--- src/rtl/apg_pkg.sv ---
package apg_pkg;

  typedef enum logic [3:0] {
    PK_PASS,
    PK_MID,
    PK_POSFS,
    PK_NEGFS,
    PK_CHECKER,
    PK_PNLONG,
    PK_PNSHORT,
    PK_TOGGLE,
    PK_USER,
    PK_RAMP
  } patKind_t;

  typedef enum logic [1:0] {
    UP_A,
    UP_B,
    UP_ZERO
  } userPick_t;

  typedef struct packed {
    patKind_t  kind;
    logic      restart;
    logic      take;
    logic      altPhase;
    userPick_t pick;
    logic      stepLong;
    logic      stepShort;
  } apgStrobe_t;

endpackage

--- src/rtl/apg_lfsr.sv ---
module apg_lfsr #(
  parameter int LEN  = 23,
  parameter int TAP  = 18,
  parameter int OUTW = 14
) (
  input  logic            clk,
  input  logic            rstN,
  input  logic            seed,
  input  logic            step,
  output logic [OUTW-1:0] word
);

  logic [LEN-1:0] stateQ;
  logic [LEN-1:0] stateNext;

  // Run OUTW serial steps; the first bit produced lands in the word's MSB.
  always_comb begin
    logic [LEN-1:0] s;
    logic           fb;
    s    = stateQ;
    word = '0;
    for (int i = 0; i < OUTW; i++) begin
      fb   = s[LEN-1] ^ s[TAP-1];
      s    = {s[LEN-2:0], fb};
      word = {word[OUTW-2:0], fb};
    end
    stateNext = s;
  end

  always_ff @(posedge clk or negedge rstN) begin
    if (!rstN)     stateQ <= '1;
    else if (seed) stateQ <= '1;
    else if (step) stateQ <= stateNext;
  end

endmodule

--- src/rtl/apg_ctrl.sv ---
module apg_ctrl
  import apg_pkg::*;
(
  input  logic       clk,
  input  logic       rstN,
  input  logic       sampleEn,
  input  logic [3:0] modeSel,
  input  logic [1:0] userSub,
  output apgStrobe_t strobes
);

  logic [3:0] modeQ;
  logic [1:0] subQ;
  logic       phaseQ;
  logic [1:0] onceQ;
  logic       cfgChange;
  logic       effPhase;
  logic [1:0] effOnce;
  patKind_t   kind;
  userPick_t  pick;

  assign cfgChange = (modeSel != modeQ) || (userSub != subQ);
  assign effPhase  = cfgChange ? 1'b0 : phaseQ;
  assign effOnce   = cfgChange ? 2'd0 : onceQ;

  always_comb begin
    unique case (modeSel)
      4'b0001: kind = PK_MID;
      4'b0010: kind = PK_POSFS;
      4'b0011: kind = PK_NEGFS;
      4'b0100: kind = PK_CHECKER;
      4'b0101: kind = PK_PNLONG;
      4'b0110: kind = PK_PNSHORT;
      4'b0111: kind = PK_TOGGLE;
      4'b1000: kind = PK_USER;
      4'b1111: kind = PK_RAMP;
      default: kind = PK_PASS;
    endcase
  end

  always_comb begin
    unique case (userSub)
      2'b00:   pick = UP_A;
      2'b01:   pick = effPhase ? UP_B : UP_A;
      2'b10:   pick = (effOnce == 2'd0) ? UP_A : UP_ZERO;
      default: pick = (effOnce == 2'd0) ? UP_A :
                      (effOnce == 2'd1) ? UP_B : UP_ZERO;
    endcase
  end

  always_ff @(posedge clk or negedge rstN) begin
    if (!rstN) begin
      modeQ  <= '0;
      subQ   <= '0;
      phaseQ <= 1'b0;
      onceQ  <= '0;
    end else begin
      modeQ  <= modeSel;
      subQ   <= userSub;
      phaseQ <= sampleEn ? ~effPhase : effPhase;
      onceQ  <= (sampleEn && effOnce != 2'd2) ? effOnce + 2'd1 : effOnce;
    end
  end

  always_comb begin
    strobes.kind      = kind;
    strobes.restart   = cfgChange;
    strobes.take      = sampleEn;
    strobes.altPhase  = effPhase;
    strobes.pick      = pick;
    strobes.stepLong  = sampleEn && (kind == PK_PNLONG);
    strobes.stepShort = sampleEn && (kind == PK_PNSHORT);
  end

endmodule

--- src/rtl/apg_datapath.sv ---
module apg_datapath
  import apg_pkg::*;
#(
  parameter int DW        = 14,
  parameter int LONG_LEN  = 23,
  parameter int LONG_TAP  = 18,
  parameter int SHORT_LEN = 9,
  parameter int SHORT_TAP = 5
) (
  input  logic          clk,
  input  logic          rstN,
  input  apgStrobe_t    strobes,
  input  logic [DW-1:0] normData,
  input  logic [DW-1:0] userWordA,
  input  logic [DW-1:0] userWordB,
  input  logic          pnLongRst,
  input  logic          pnShortRst,
  output logic [DW-1:0] dataOut,
  output logic          dataValid
);

  localparam logic [DW-1:0] MIDSCALE = {1'b1, {(DW-1){1'b0}}};
  localparam logic [DW-1:0] FULL     = '1;
  localparam logic [DW-1:0] ZERO     = '0;

  logic [DW-1:0] chkOdd;
  logic [DW-1:0] rampQ;
  logic [DW-1:0] effRamp;
  logic [DW-1:0] longWord;
  logic [DW-1:0] shortWord;
  logic [DW-1:0] userWord;
  logic [DW-1:0] nextWord;

  always_comb begin
    for (int i = 0; i < DW; i++) chkOdd[i] = ((i % 2) == 1);
  end

  apg_lfsr #(.LEN(LONG_LEN), .TAP(LONG_TAP), .OUTW(DW)) longGen_i (
    .clk  (clk),
    .rstN (rstN),
    .seed (pnLongRst),
    .step (strobes.stepLong),
    .word (longWord)
  );

  apg_lfsr #(.LEN(SHORT_LEN), .TAP(SHORT_TAP), .OUTW(DW)) shortGen_i (
    .clk  (clk),
    .rstN (rstN),
    .seed (pnShortRst),
    .step (strobes.stepShort),
    .word (shortWord)
  );

  assign effRamp = strobes.restart ? ZERO : rampQ;

  always_comb begin
    unique case (strobes.pick)
      UP_A:    userWord = userWordA;
      UP_B:    userWord = userWordB;
      default: userWord = ZERO;
    endcase
  end

  always_comb begin
    unique case (strobes.kind)
      PK_MID:     nextWord = MIDSCALE;
      PK_POSFS:   nextWord = FULL;
      PK_NEGFS:   nextWord = ZERO;
      PK_CHECKER: nextWord = strobes.altPhase ? ~chkOdd : chkOdd;
      PK_PNLONG:  nextWord = longWord;
      PK_PNSHORT: nextWord = shortWord;
      PK_TOGGLE:  nextWord = strobes.altPhase ? ZERO : FULL;
      PK_USER:    nextWord = userWord;
      PK_RAMP:    nextWord = effRamp;
      default:    nextWord = normData;
    endcase
  end

  always_ff @(posedge clk or negedge rstN) begin
    if (!rstN) begin
      rampQ     <= '0;
      dataOut   <= '0;
      dataValid <= 1'b0;
    end else begin
      rampQ     <= (strobes.take && strobes.kind == PK_RAMP) ? effRamp + 1'b1 : effRamp;
      dataValid <= strobes.take;
      if (strobes.take) dataOut <= nextWord;
    end
  end

endmodule

--- src/rtl/adc_pattern_gen.sv ---
module adc_pattern_gen
  import apg_pkg::*;
#(
  parameter int DW = 14
) (
  input  logic          clk,
  input  logic          rstN,
  input  logic          sampleEn,
  input  logic [DW-1:0] normData,
  input  logic [3:0]    modeSel,
  input  logic [1:0]    userSub,
  input  logic [DW-1:0] userWordA,
  input  logic [DW-1:0] userWordB,
  input  logic          pnLongRst,
  input  logic          pnShortRst,
  output logic [DW-1:0] dataOut,
  output logic          dataValid
);

  apgStrobe_t strobes;

  apg_ctrl ctrl_i (
    .clk      (clk),
    .rstN     (rstN),
    .sampleEn (sampleEn),
    .modeSel  (modeSel),
    .userSub  (userSub),
    .strobes  (strobes)
  );

  apg_datapath #(.DW(DW)) dp_i (
    .clk        (clk),
    .rstN       (rstN),
    .strobes    (strobes),
    .normData   (normData),
    .userWordA  (userWordA),
    .userWordB  (userWordB),
    .pnLongRst  (pnLongRst),
    .pnShortRst (pnShortRst),
    .dataOut    (dataOut),
    .dataValid  (dataValid)
  );

endmodule

--- config.mk ---
export PLATFORM = sky130hd
export DESIGN_NAME = adc_pattern_gen
export DESIGN_NICKNAME = d
export VERILOG_FILES = /design/src/rtl/apg_pkg.sv /design/src/rtl/apg_lfsr.sv /design/src/rtl/apg_ctrl.sv /design/src/rtl/apg_datapath.sv /design/src/rtl/adc_pattern_gen.sv
export SDC_FILE = /design/constraint.sdc
export NUM_CORES = 1
export LEC_CHECK = 0
export ABC_AREA = 1
export CAP_MARGIN = 10
export CORE_MARGIN = 10
export CORE_UTILIZATION = 35
export DETAILED_ROUTE_END_ITERATION = 16
export SLEW_MARGIN = 10
export SYNTH_ARGS = -nofsm -noshare
export SYNTH_HDL_FRONTEND = slang
export SYNTH_SLANG_ARGS = --single-unit
--- constraint.sdc ---
create_clock -name clk -period 2.8 [get_ports clk]
set_input_delay 0.56 -clock clk [delete_from_list [all_inputs] [get_ports clk]]
set_output_delay 0.56 -clock clk [all_outputs]
set_load 0.005 [all_outputs]
==> results of run 1 <==
==> placed cells by master, fill, tap and decap left out, drive strengths merged, types with 4 or more instances in the layout <==
master / instances
a21oi: 36
buf: 47
clkbuf: 14
clkdlybuf4s50: 66
clkinv: 4
dfrtp: 38
dfstp: 32
ha: 4
inv: 53
nand2: 177
nand3: 68
nand4: 4
nor2: 64
nor3: 13
o21ai: 38
xnor2: 20
xor2: 17
==> timing repair <==
action	CTS	global route
setup endpoints to repair	0	10
gates resized for setup	0	4
hold endpoints to repair	0	0
==> final cells by class <==
class                           count  area share [%]
Inverter                           55           3.517
Multi-Input combinational cell    449           39.94
Sequential cell                    70           30.52
Clock inverter                      2          0.1705
Tap cell                          172           3.666
Timing Repair Buffer              113           17.86
Clock buffer                       14           4.327
==> kinds of logic (layout without fill, tap and decap cells) <==
kind of cell,count (synthesis),in the layout
AOI/OAI and AO/OA,79,79
DFF,70,70
xor gates and xnor gates,37,37
buffers and inverters,76,184
and+or+nand+nor,328,329
adders and majority gates,4,4
==> worst paths after layout <==
path | from | endpoint | depth (start not counted)
worst min-delay path | rstN | ctrl_i.onceQ[1] | 1
worst max-delay path | modeSel[0] | dp_i.dataOut[8] | 15
worst min register to register | dp_i.longGen_i.stateQ[0] | dp_i.longGen_i.stateQ[14] | 2
min in group clk | dp_i.longGen_i.stateQ[0] | dp_i.longGen_i.stateQ[14] | 2
worst max register to register | ctrl_i.subQ[0] | dp_i.dataOut[8] | 17
max in group asynchronous | rstN | dp_i.longGen_i.stateQ[20] | 2
==> routing by layer <==
layer / up-vias / global-route usage, % / part of all wire, %
li1: 2105 / - / -
met1: 1951 / 18.80 / 47
met2: 115 / 23.66 / 46
met3: 12 / 3.709 / 5.6
met4: 0 / 3.606 / 1.1
met5: - / 0 / 0
==> metrics by stage <==
stage | hold WS [ns] | total power [mW] | area, um2 | setup TNS, ns
6_report | 0.1998 | 2.599 | 5871 | 0
5_1_grt | 0.2319 | 2.720 | 5871 | 0
4_1_cts | 0.2100 | 2.629 | 5848 | 0
3_5_place_dp | 0.4835 | 1.577 | 5584 | -2.532
3_3_place_gp | 0.4717 | 1.571 | 5584 | -1.690
2_1_floorplan | 0.2644 | 1.328 | 4456 | 0
==> state kept, by name, summed over array words and instances, names as in the netlist, 2 cells and up <==
signal / cells
ctrl_i.modeQ: 4
ctrl_i.onceQ: 2
ctrl_i.subQ: 2
dp_i.dataOut: 14
dp_i.longGen_i.stateQ: 23
dp_i.rampQ: 14
dp_i.shortGen_i.stateQ: 9
==> where the power goes <==
part / leakage [nW] / switching, mW / total [mW] / internal [mW]
combinational: 1.73 / 0.235 / 0.460 / 0.225
sequential: 0.811 / 0.0304 / 1.10 / 1.07
clock: 0.131 / 0.415 / 1.04 / 0.622
total: 2.67 / 0.681 / 2.60 / 1.92
==> flow_summary_export.csv, run 1 <==
group,metric,value,unit
critical_path,crit_buf_inv,2,
timing,final_hold_viol_count,0,
finish,fillers,1282,
synthesis,ys_top_cells_by_count,"nand2_1 (172), nand3_1 (66), nor2_1 (53)",
run_status,status,"finished, final reports clean",
critical_path,cp.required,3.01,ns
global_routing,grt_usage,14.55,%
clocking,numCtsBuffers,9,
clocking,clk_latency,0.34,ns
run,drv_cap,0,
critical_path,worstPathMaxFanout,14,
floorplan,start_util,35.45,%
clocking,clockBufferDepth,2,
finish,regArea,1792,um2
floorplan,core,12570,um2
clocking,htree_levels,3,
drt,via_per_inst,4.781,
clocking,hold_buffers,0,
timing,tightest_slew,0.5506,ns
floorplan,pin_count,68,
synthesis,synth_ff_type,"dfrtp_1",
synthesis,yosysMostFrequentCell,"nand2_1",
place,place.gp.congestion,0.8619,
critical_path,r2r_slack,0.59,ns
synthesis,async_flop_share,100.0,%
global_routing,grt_start_max_net_pins,35,
synthesis,synth_area_per_cell,7.501,um2
critical_path,crit_family,"simple AND/OR/NAND/NOR gates",
timing,post-route-period-util,91.58,%
global_routing,grt_overflow_total,0,
drt,wl,12770,um
drt,firstDrtPassIters,4,
drt,remaining_drc_errors,0,
synthesis,synth_simple_gate_area_share,33.81,%
global_routing,grt_pass1_vias,4184,
synthesis,synth-compound-area-share,9.576,%
synthesis,ys_seq_elements,70,
clocking,clkTransAtPathRegs,0.06,ns
floorplan,die-area,17640,um2
synthesis,synth_area,4456,um2
clocking,cts_tree,"yes",
finish,multiInputGateArea,2345,um2
critical_path,worst-setup-path-type,"input pin to flip-flop",
timing,fin_ws,0.2356,ns
critical_path,critPathMaxStageDelay,0.54,ns
place,place_inst,858,
synthesis,synth_top_cell_by_area,"dfrtp_1",
drt,ant_nets,0,
finish,final_core_util,46.71,%
global_routing,grt_pass1_wl,21070,um
synthesis,synthXorXnorAreaFrac,7.610,%
timing,slew_viol_final,0,
finish,area_growth,31.76,%
critical_path,path_cells,"clkdlybuf4s50_1 -> inv_1 -> nand2_1 -> nand2_1 -> nor2_1 -> nand2_1 -> nor2_1 -> nand2_1 -> ha_1 -> a21oi_4 -> nand2_4 -> nand3_1 -> nand2_1 -> nand2_1 -> a21oi_1",
min_path,hp-class,"input pin to asynchronous set/reset pin",
timing,period_needed,2.564,ns
floorplan,core.rowCount,41,
synthesis,synthAdderAreaFrac,1.123,%
pwr,p_leak,2.669,nW
synthesis,syn_inst,594,
global_routing,grt_antenna_before_repair,0,
clocking,cts_root_buf,"clkbuf_16",
synthesis,yosys_warnings,0,
timing,setup_viol,0,
timing,max_freq,0.3900,GHz
place,pre_cts_ws,-0.2258,ns
timing,slew_headroom,63.29,%
synthesis,seq_area_frac_synth,40.21,%
floorplan,die_y,132.8,um
finish,diodes,0,
pwr,power.density,442.7,nW/um2
place,dp_hpwl,9885,um
critical_path,crit_arrival,2.77,ns
finish,finalNonFillerCells,875,
critical_path,start_kind,"input pin",
critical_path,worst_path_most_repeated_cell,"nand2_1",
synthesis,synthMuxAreaShare,0,%
pwr,irDropWorstVdd,0.2042,mV
synthesis,syn_nets,651,
synthesis,synth-edff-count,0,
drt,wl_per_cell,14.59,um
finish,nNetsFinal,755,
drt,vias,4183,
clocking,cts.sinks,70,
critical_path,crit_path_end_kind,"flip-flop",
finish,drive_gt1_share,18.07,%
clocking,post_cts_buffers,0,
synthesis,synth_top_family_by_area,"simple AND/OR/NAND/NOR gates",
synthesis,yosysTopAreaCellShare,21.34,%
timing,fin_worst_skew,0.009363,ns
timing,rsz0062_at_grt,"false",
place,port_buffers,67,
synthesis,synth_cell_types,39,
synthesis,synth_area_leaders,"dfrtp_1 (21%), dfstp_2 (19%), nand2_1 (14%), nand3_1 (7.4%), nor2_1 (4.5%)",
drt,drtIter0Drc,238,
floorplan,die_w,132.8,um
critical_path,cpMaxStageDelayCell,"clkdlybuf4s50_1",
Power figures use the tool's default switching activity.
==> run 2: changes to the inputs <==
--- a/config.mk
+++ b/config.mk
@@ -5,11 +5,11 @@
 export SDC_FILE = /design/constraint.sdc
 export NUM_CORES = 1
 export LEC_CHECK = 0
-export ABC_AREA = 1
 export CAP_MARGIN = 10
 export CORE_MARGIN = 10
 export CORE_UTILIZATION = 35
 export DETAILED_ROUTE_END_ITERATION = 16
+export SETUP_SLACK_MARGIN = 0.4
 export SLEW_MARGIN = 10
 export SYNTH_ARGS = -nofsm -noshare
 export SYNTH_HDL_FRONTEND = slang
==> run 2 against run 1 <==
Net effect:
- total power rose by 4.3%
- non-clock buffer count rose by 6
- die area fell by 6.5%
- area after synthesis fell by 7.6%
- clock power rose by 11%
- synthesized cell count fell by 28%
==> flow_summary_export.csv, run 2 <==
group,metric,value,unit
run_status,status,"finished, final reports clean",
clocking,clockBufferDepth,2,
clocking,clkTransAtPathRegs,0.06,ns
synthesis,synth_cell_types,52,
timing,tightest_slew,1.024,ns
pwr,p_total,2.710,mW
place,placed_area,5152,um2
clocking,clk_latency,0.35,ns
finish,fillers,1031,
pwr,power.density,468.0,nW/um2
global_routing,grt_antenna_before_repair,0,
pwr,sequentialPowerShare,40.5,%
synthesis,synth_ff_type,"dfrtp_1",
floorplan,start_util,35.90,%
timing,max_freq,0.4015,GHz
place,dp_hpwl,8949,um
finish,layout_common_cells,"clkdlybuf4s50_1 (60), nor2_1 (51), buf_4 (46), nand2_1 (45), dfrtp_1 (38)",
floorplan,die_w,128.5,um
synthesis,synth_area_per_cell,9.640,um2
clocking,hold_buffers,0,
critical_path,worstPathMaxFanout,7,
timing,rsz0062_at_grt,"true",
critical_path,r2r_slack,0.32,ns
finish,multiInputGateArea,2384,um2
pwr,pwr-share-comb,16.9,%
critical_path,reg2regPathDepth,13,
place,pre_cts_ws,-0.4493,ns
synthesis,yosysTopAreaCellShare,23.10,%
drt,wl_per_cell,18.01,um
global_routing,grt_pass1_vias,3673,
clocking,cts_tree,"yes",
pwr,irDropWorstVdd,0.3556,mV
global_routing,grt_overflow_total,0,
timing,final_hold_viol_count,0,
clocking,cts_root_buf,"clkbuf_16",
clocking,numCtsBuffers,9,
synthesis,syn_inst,427,
run,drv_cap,0,
finish,final_common_cell,"clkdlybuf4s50_1",
pwr,internal-power,2.026,mW
pwr,sw_frac_of_total,25.21,%
finish,largest_reg_flops,23,
place,place.gp.congestion,0.8171,
finish,area_growth,40.64,%
drt,firstDrtPassIters,4,
pwr,p_leak,2.236,nW
global_routing,grt_pass1_wl,19670,um
place,port_buffers,67,
synthesis,synth_area_leaders,"dfrtp_1 (23%), dfstp_2 (20%), xnor2_1 (6.6%), nand2_1 (4.8%), nor2_1 (4.7%)",
critical_path,crit_arrival,2.72,ns
synthesis,yosys_warnings,0,
critical_path,worst-setup-path-type,"input pin to flip-flop",
pwr,clkPwrFrac,42.6,%
place,place_inst,641,
finish,finalNonFillerCells,676,
critical_path,start_kind,"input pin",
drt,wl,12180,um
clocking,cts.sinks,70,
timing,fin_worst_skew,0.009801,ns
synthesis,synth_area,4116,um2
timing,setup_viol,0,
synthesis,ys_seq_elements,70,
synthesis,seq_area_frac_synth,43.53,%
finish,final_cell_area,5789,um2
global_routing,grt_usage,14.96,%
critical_path,rr_startpoint,"ctrl_i.modeQ[2]",
drt,ant_nets,0,
timing,fin_ws,0.3094,ns
synthesis,syn_nets,484,
finish,drive_gt1_share,29.08,%
synthesis,synth_top_cell_by_area,"dfrtp_1",
clocking,htree_levels,3,
timing,period_needed,2.491,ns
floorplan,die-area,16500,um2
drt,vias,3539,
synthesis,ys_top_cells_by_count,"nand2_1 (53), nor2_1 (51), dfrtp_1 (38)",
timing,slew_viol_final,0,
timing,post-route-period-util,88.95,%
floorplan,core,11470,um2
drt,via_per_inst,5.235,
floorplan,die_y,128.5,um
drt,remaining_drc_errors,0,
pwr,p_switching,0.6832,mW
synthesis,synth-edff-count,0,
timing,slew_headroom,31.76,%
min_path,hp-class,"input pin to asynchronous set/reset pin",
critical_path,cp.required,3.03,ns
floorplan,core.rowCount,39,
floorplan,pin_count,68,
global_routing,grt_start_max_net_pins,38,
finish,diodes,0,
drt,drtIter0Drc,310,
synthesis,yosysMostFrequentCell,"nand2_1",
synthesis,async_flop_share,100.0,%
finish,top_register,"dp_i.longGen_i.stateQ",
finish,regArea,1792,um2
critical_path,crit_path_end_kind,"flip-flop",
finish,nNetsFinal,585,
finish,top_regs,"dp_i.longGen_i.stateQ (23), dp_i.dataOut (14), dp_i.rampQ (14)",
critical_path,timing.rr.end,"dp_i.dataOut[8]",
## run 2: changes by cell type in the layout (fill, tap and decap cells not counted), moves of 7 or more
cell      previous run  this run
o21ai_0             35         9
a21oi_1             31         9
a211o_1              0        19
xnor2_1             20        27
nand3_1             66         5
nand3b_1             0        10
inv_1               49         6
nand2_1            172        45
## run 2: worst max path at each step
stage                     from              end  cells after the start
2_1_floorplan       modeSel[3]  dp_i.dataOut[0]                     13
3_3_place_gp        modeSel[3]  dp_i.dataOut[8]                     13
3_5_place_dp        modeSel[3]  dp_i.dataOut[8]                     13
4_1_cts        ctrl_i.modeQ[2]  dp_i.dataOut[8]                     13
5_1_grt         ctrl_i.subQ[1]  dp_i.dataOut[2]                     13
6_report            modeSel[3]  dp_i.dataOut[8]                     14
## run 2: cells by family after synthesis
logic type | after synthesis | share of synthesized area [%]
and+or+nand+nor | 165 | 19.70
AOI/OAI and AO/OA | 84 | 16.02
DFF | 70 | 43.53
buffers and inverters | 37 | 3.951
muxes | 15 | 3.890
adders and majority gates | 4 | 1.216
xor gates and xnor gates | 52 | 11.70
## run 2: power groups by stage
stage / registers [mW] / logic [mW] / clock network [mW]
2_1_floorplan: 1.11 / 0.174 / 0
3_5_place_dp: 1.11 / 0.399 / 0
6_report: 1.10 / 0.458 / 1.15
5_1_grt: 1.10 / 0.492 / 1.23
3_3_place_gp: 1.11 / 0.396 / 0
4_1_cts: 1.10 / 0.444 / 1.18
## run 2: area by class of cell
type	instances	share of cell area (%)
Clock buffer	10	4.128
Inverter	8	0.5187
Timing Repair Buffer	119	19.08
Tap cell	143	3.091
Multi-Input combinational cell	320	41.17
Sequential cell	70	30.95
Clock inverter	6	1.059
## run 2: stage by stage
stage | utilization (%) | hold slack [ns] | TNS [ns]
4_1_cts | 49.86 | 0.1529 | 0
6_report | 50.49 | 0.1448 | 0
3_3_place_gp | 44.93 | 0.4753 | -4.828
3_5_place_dp | 44.93 | 0.4843 | -5.667
5_1_grt | 50.49 | 0.1701 | 0
2_1_floorplan | - | 0.2644 | -0.6256
## run 2: critical path, cell delays in order
cell and delay (ns):
clkdlybuf4s15_2 0.23, xnor2_4 0.20, nand3_4 0.10, nor3_4 0.16, nand2_2 0.09, inv_2 0.07, ha_4 0.13, o2111ai_4 0.12
o31ai_4 0.22, buf_4 0.16, buf_12 0.12, mux2i_1 0.20, nor2_1 0.06, o32a_1 0.29
## run 2: repair_timing
item / in CTS / in global routing
pin swaps: 20 / 7
endpoints found under the setup margin: 19 / 17
gates resized for setup: 43 / 17
setup buffers: 18 / 0
cloned: 1 / 0
## run 2: per-layer routing
metal	global-route usage [%]	vias up	part of all wire, %
li1	-	1722	-
met1	18.31	1740	45
met2	24.98	67	49
met3	4.517	10	4.6
met4	4.040	0	1.2
met5	0	-	0
==> run 3: changes to the inputs <==
--- a/config.mk
+++ b/config.mk
@@ -7,8 +7,10 @@
 export LEC_CHECK = 0
 export CAP_MARGIN = 10
 export CORE_MARGIN = 10
-export CORE_UTILIZATION = 35
+export CORE_UTILIZATION = 54
 export DETAILED_ROUTE_END_ITERATION = 16
+export HOLD_SLACK_MARGIN = 0.05
+export PLACE_DENSITY = 0.81
 export SETUP_SLACK_MARGIN = 0.4
 export SLEW_MARGIN = 10
 export SYNTH_ARGS = -nofsm -noshare
==> constraint.sdc (replaced) <==
create_clock -name clk -period 2.8 [get_ports clk]
set_input_delay 0.42 -clock clk [delete_from_list [all_inputs] [get_ports clk]]
set_output_delay 0.42 -clock clk [all_outputs]
set_load 0.005 [all_outputs]
==> run 3 against run 2 <==
Net effect:
- critical path type is now flip-flop to flip-flop
- worst setup slack got worse by 0.15 ns
- total power decreased by 6.3%
- core utilization increased by 25 points
- highest routed layer unchanged
- non-clock buffer count decreased by 13
==> flow_summary_export.csv, run 3 (synthesis gave the netlist of run 2 again) <==
group,metric,value,unit
timing,period_needed,2.644,ns
timing,fin_setup_tns,0,ns
clocking,numCtsBuffers,9,
drt,firstDrtPassIters,5,
clocking,clockBufferDepth,2,
global_routing,grt_overflow_total,0,
critical_path,path_cells,"xnor2_2 -> nand3_4 -> nor3_4 -> buf_6 -> nand2_2 -> ha_4 -> o2111ai_4 -> o31ai_4 -> buf_4 -> buf_12 -> buf_4 -> mux2_4 -> nand2_2 -> a41oi_2",
drt,drtIter0Drc,184,
clocking,hold_buffers,0,
floorplan,die_w,107.3,um
place,pre_cts_ws,-0.3334,ns
run_status,status,"finished, final reports clean",
critical_path,crit_arrival,2.86,ns
place,place.gp.congestion,0.8919,
finish,final_common_cell,"clkdlybuf4s50_1",
finish,largest_reg_flops,23,
critical_path,critPathMaxStageDelay,0.41,ns
critical_path,start_kind,"flip-flop",
clocking,cts.sinks,70,
place,dp_hpwl,8442,um
floorplan,pin_count,68,
global_routing,grt_antenna_before_repair,0,
timing,slew_viol_final,0,
critical_path,cpMaxStageDelayCell,"dfrtp_1",
finish,area_growth,34.68,%
pwr,p_total,2.538,mW
drt,vias,3632,
finish,diodes,0,
drt,wl_per_cell,18.78,um
critical_path,worst-setup-path-type,"flip-flop to flip-flop",
drt,ant_nets,0,
timing,final_hold_viol_count,0,
floorplan,core.rowCount,31,
finish,nNetsFinal,572,
timing,setup_viol,0,
floorplan,die-area,11520,um2
place,port_buffers,67,
pwr,power.density,457.8,nW/um2
finish,top_register,"dp_i.longGen_i.stateQ",
run,drv_cap,0,
global_routing,grt_pass1_wl,18780,um
drt,remaining_drc_errors,0,
pwr,p_leak,2.134,nW
timing,fin_worst_skew,0.01659,ns
clocking,cts_tree,"yes",
timing,slew_headroom,40.07,%
timing,fin_hold_ws,0.1081,ns
critical_path,cp.required,3.02,ns
global_routing,grt_pass1_vias,3664,
clocking,clkTransAtPathRegs,0.08,ns
timing,rsz0062_at_grt,"true",
critical_path,crit_path_end_kind,"flip-flop",
timing,fin_ws,0.1561,ns
global_routing,grt_start_max_net_pins,41,
timing,max_freq,0.3782,GHz
timing,tightest_slew,0.8989,ns
place,place_inst,587,
clocking,htree_levels,3,
finish,finalNonFillerCells,619,
timing,post-route-period-util,94.42,%
global_routing,grt_usage,20.46,%
min_path,hp-class,"input pin to asynchronous set/reset pin",
finish,drive_gt1_share,25.58,%
drt,via_per_inst,5.868,
pwr,irDropWorstVdd,0.3476,mV
floorplan,start_util,56.15,%
clocking,cts_root_buf,"clkbuf_8",
drt,wl,11630,um
finish,layout_common_cells,"clkdlybuf4s50_1 (60), nor2_1 (51), nand2_1 (43), dfrtp_1 (37)",
critical_path,worstPathMaxFanout,7,
finish,top_regs,"dp_i.longGen_i.stateQ (23), dp_i.dataOut (14), dp_i.rampQ (14)",
clocking,clk_latency,0.36,ns
floorplan,core,7331,um2
floorplan,die_y,107.3,um
-- run 3: critical path, delay by kind of cell (launching register included) --
family,cells,cell delay [ns]
buffers and inverters,4,0.54
and+or+nand+nor,4,0.44
DFF,1,0.41
AOI/OAI and AO/OA,3,0.39
muxes,1,0.30
xor gates and xnor gates,1,0.25
adders and majority gates,1,0.17
-- run 3: final cells by class --
class / instances / area [um2]
clock buffers: 12 / 177.7
clock inverters: 4 / 73.82
fillers: 470 / 1787
inverters: 8 / 30.03
multi-input cells: 320 / 2335
flip-flops and latches: 70 / 1793
well taps: 99 / 123.9
repair buffers: 106 / 1011
-- run 3: final timing paths --
| path | end | slack (ns) | startpoint | cells after the start |
|---|---|---|---|---|
| max in group asynchronous | dp_i.longGen_i.stateQ[18] | 1.95 | rstN | 2 |
| worst max-delay path | dp_i.dataOut[1] | 0.16 | ctrl_i.subQ[1] | 14 |
| worst min register to register | dp_i.longGen_i.stateQ[14] | 0.49 | dp_i.longGen_i.stateQ[0] | 2 |
| worst min-delay path | ctrl_i.onceQ[0] | 0.11 | rstN | 1 |
| min in group clk | dp_i.longGen_i.stateQ[14] | 0.49 | dp_i.longGen_i.stateQ[0] | 2 |
| worst max register to register | dp_i.dataOut[1] | 0.16 | ctrl_i.subQ[1] | 14 |
-- run 3: layer usage --
metal / vias up / share of wire (%) / GRT usage, %
met1: 1797 / 42 / 25.17
met5: - / 0 / 0
met2: 118 / 49 / 34.08
li1: 1694 / - / -
met3: 23 / 6.5 / 5.030
met4: 0 / 2.1 / 7.157
-- run 3: timing repair --
| item | CTS | global route |
|---|---|---|
| gates resized for setup | 29 | 9 |
| pin swaps | 12 | 5 |
| setup endpoints to repair | 15 | 17 |
| buffers inserted | 10 | 5 |
| cloned | 1 | 0 |
-- run 3: power by group --
part           total, mW  switching, mW  leakage (nW)  internal, mW
Combinational      0.433          0.197          1.20         0.236
Sequential          1.10         0.0324         0.812          1.06
Clock               1.01          0.398         0.123         0.611
-- run 3: metrics by stage --
step           util (%)  area [um2]
6_report          75.63        5544
5_1_grt           75.63        5544
4_1_cts           74.67        5474
3_5_place_dp      68.51        5022
3_3_place_gp      68.51        5022
2_1_floorplan         -        4177
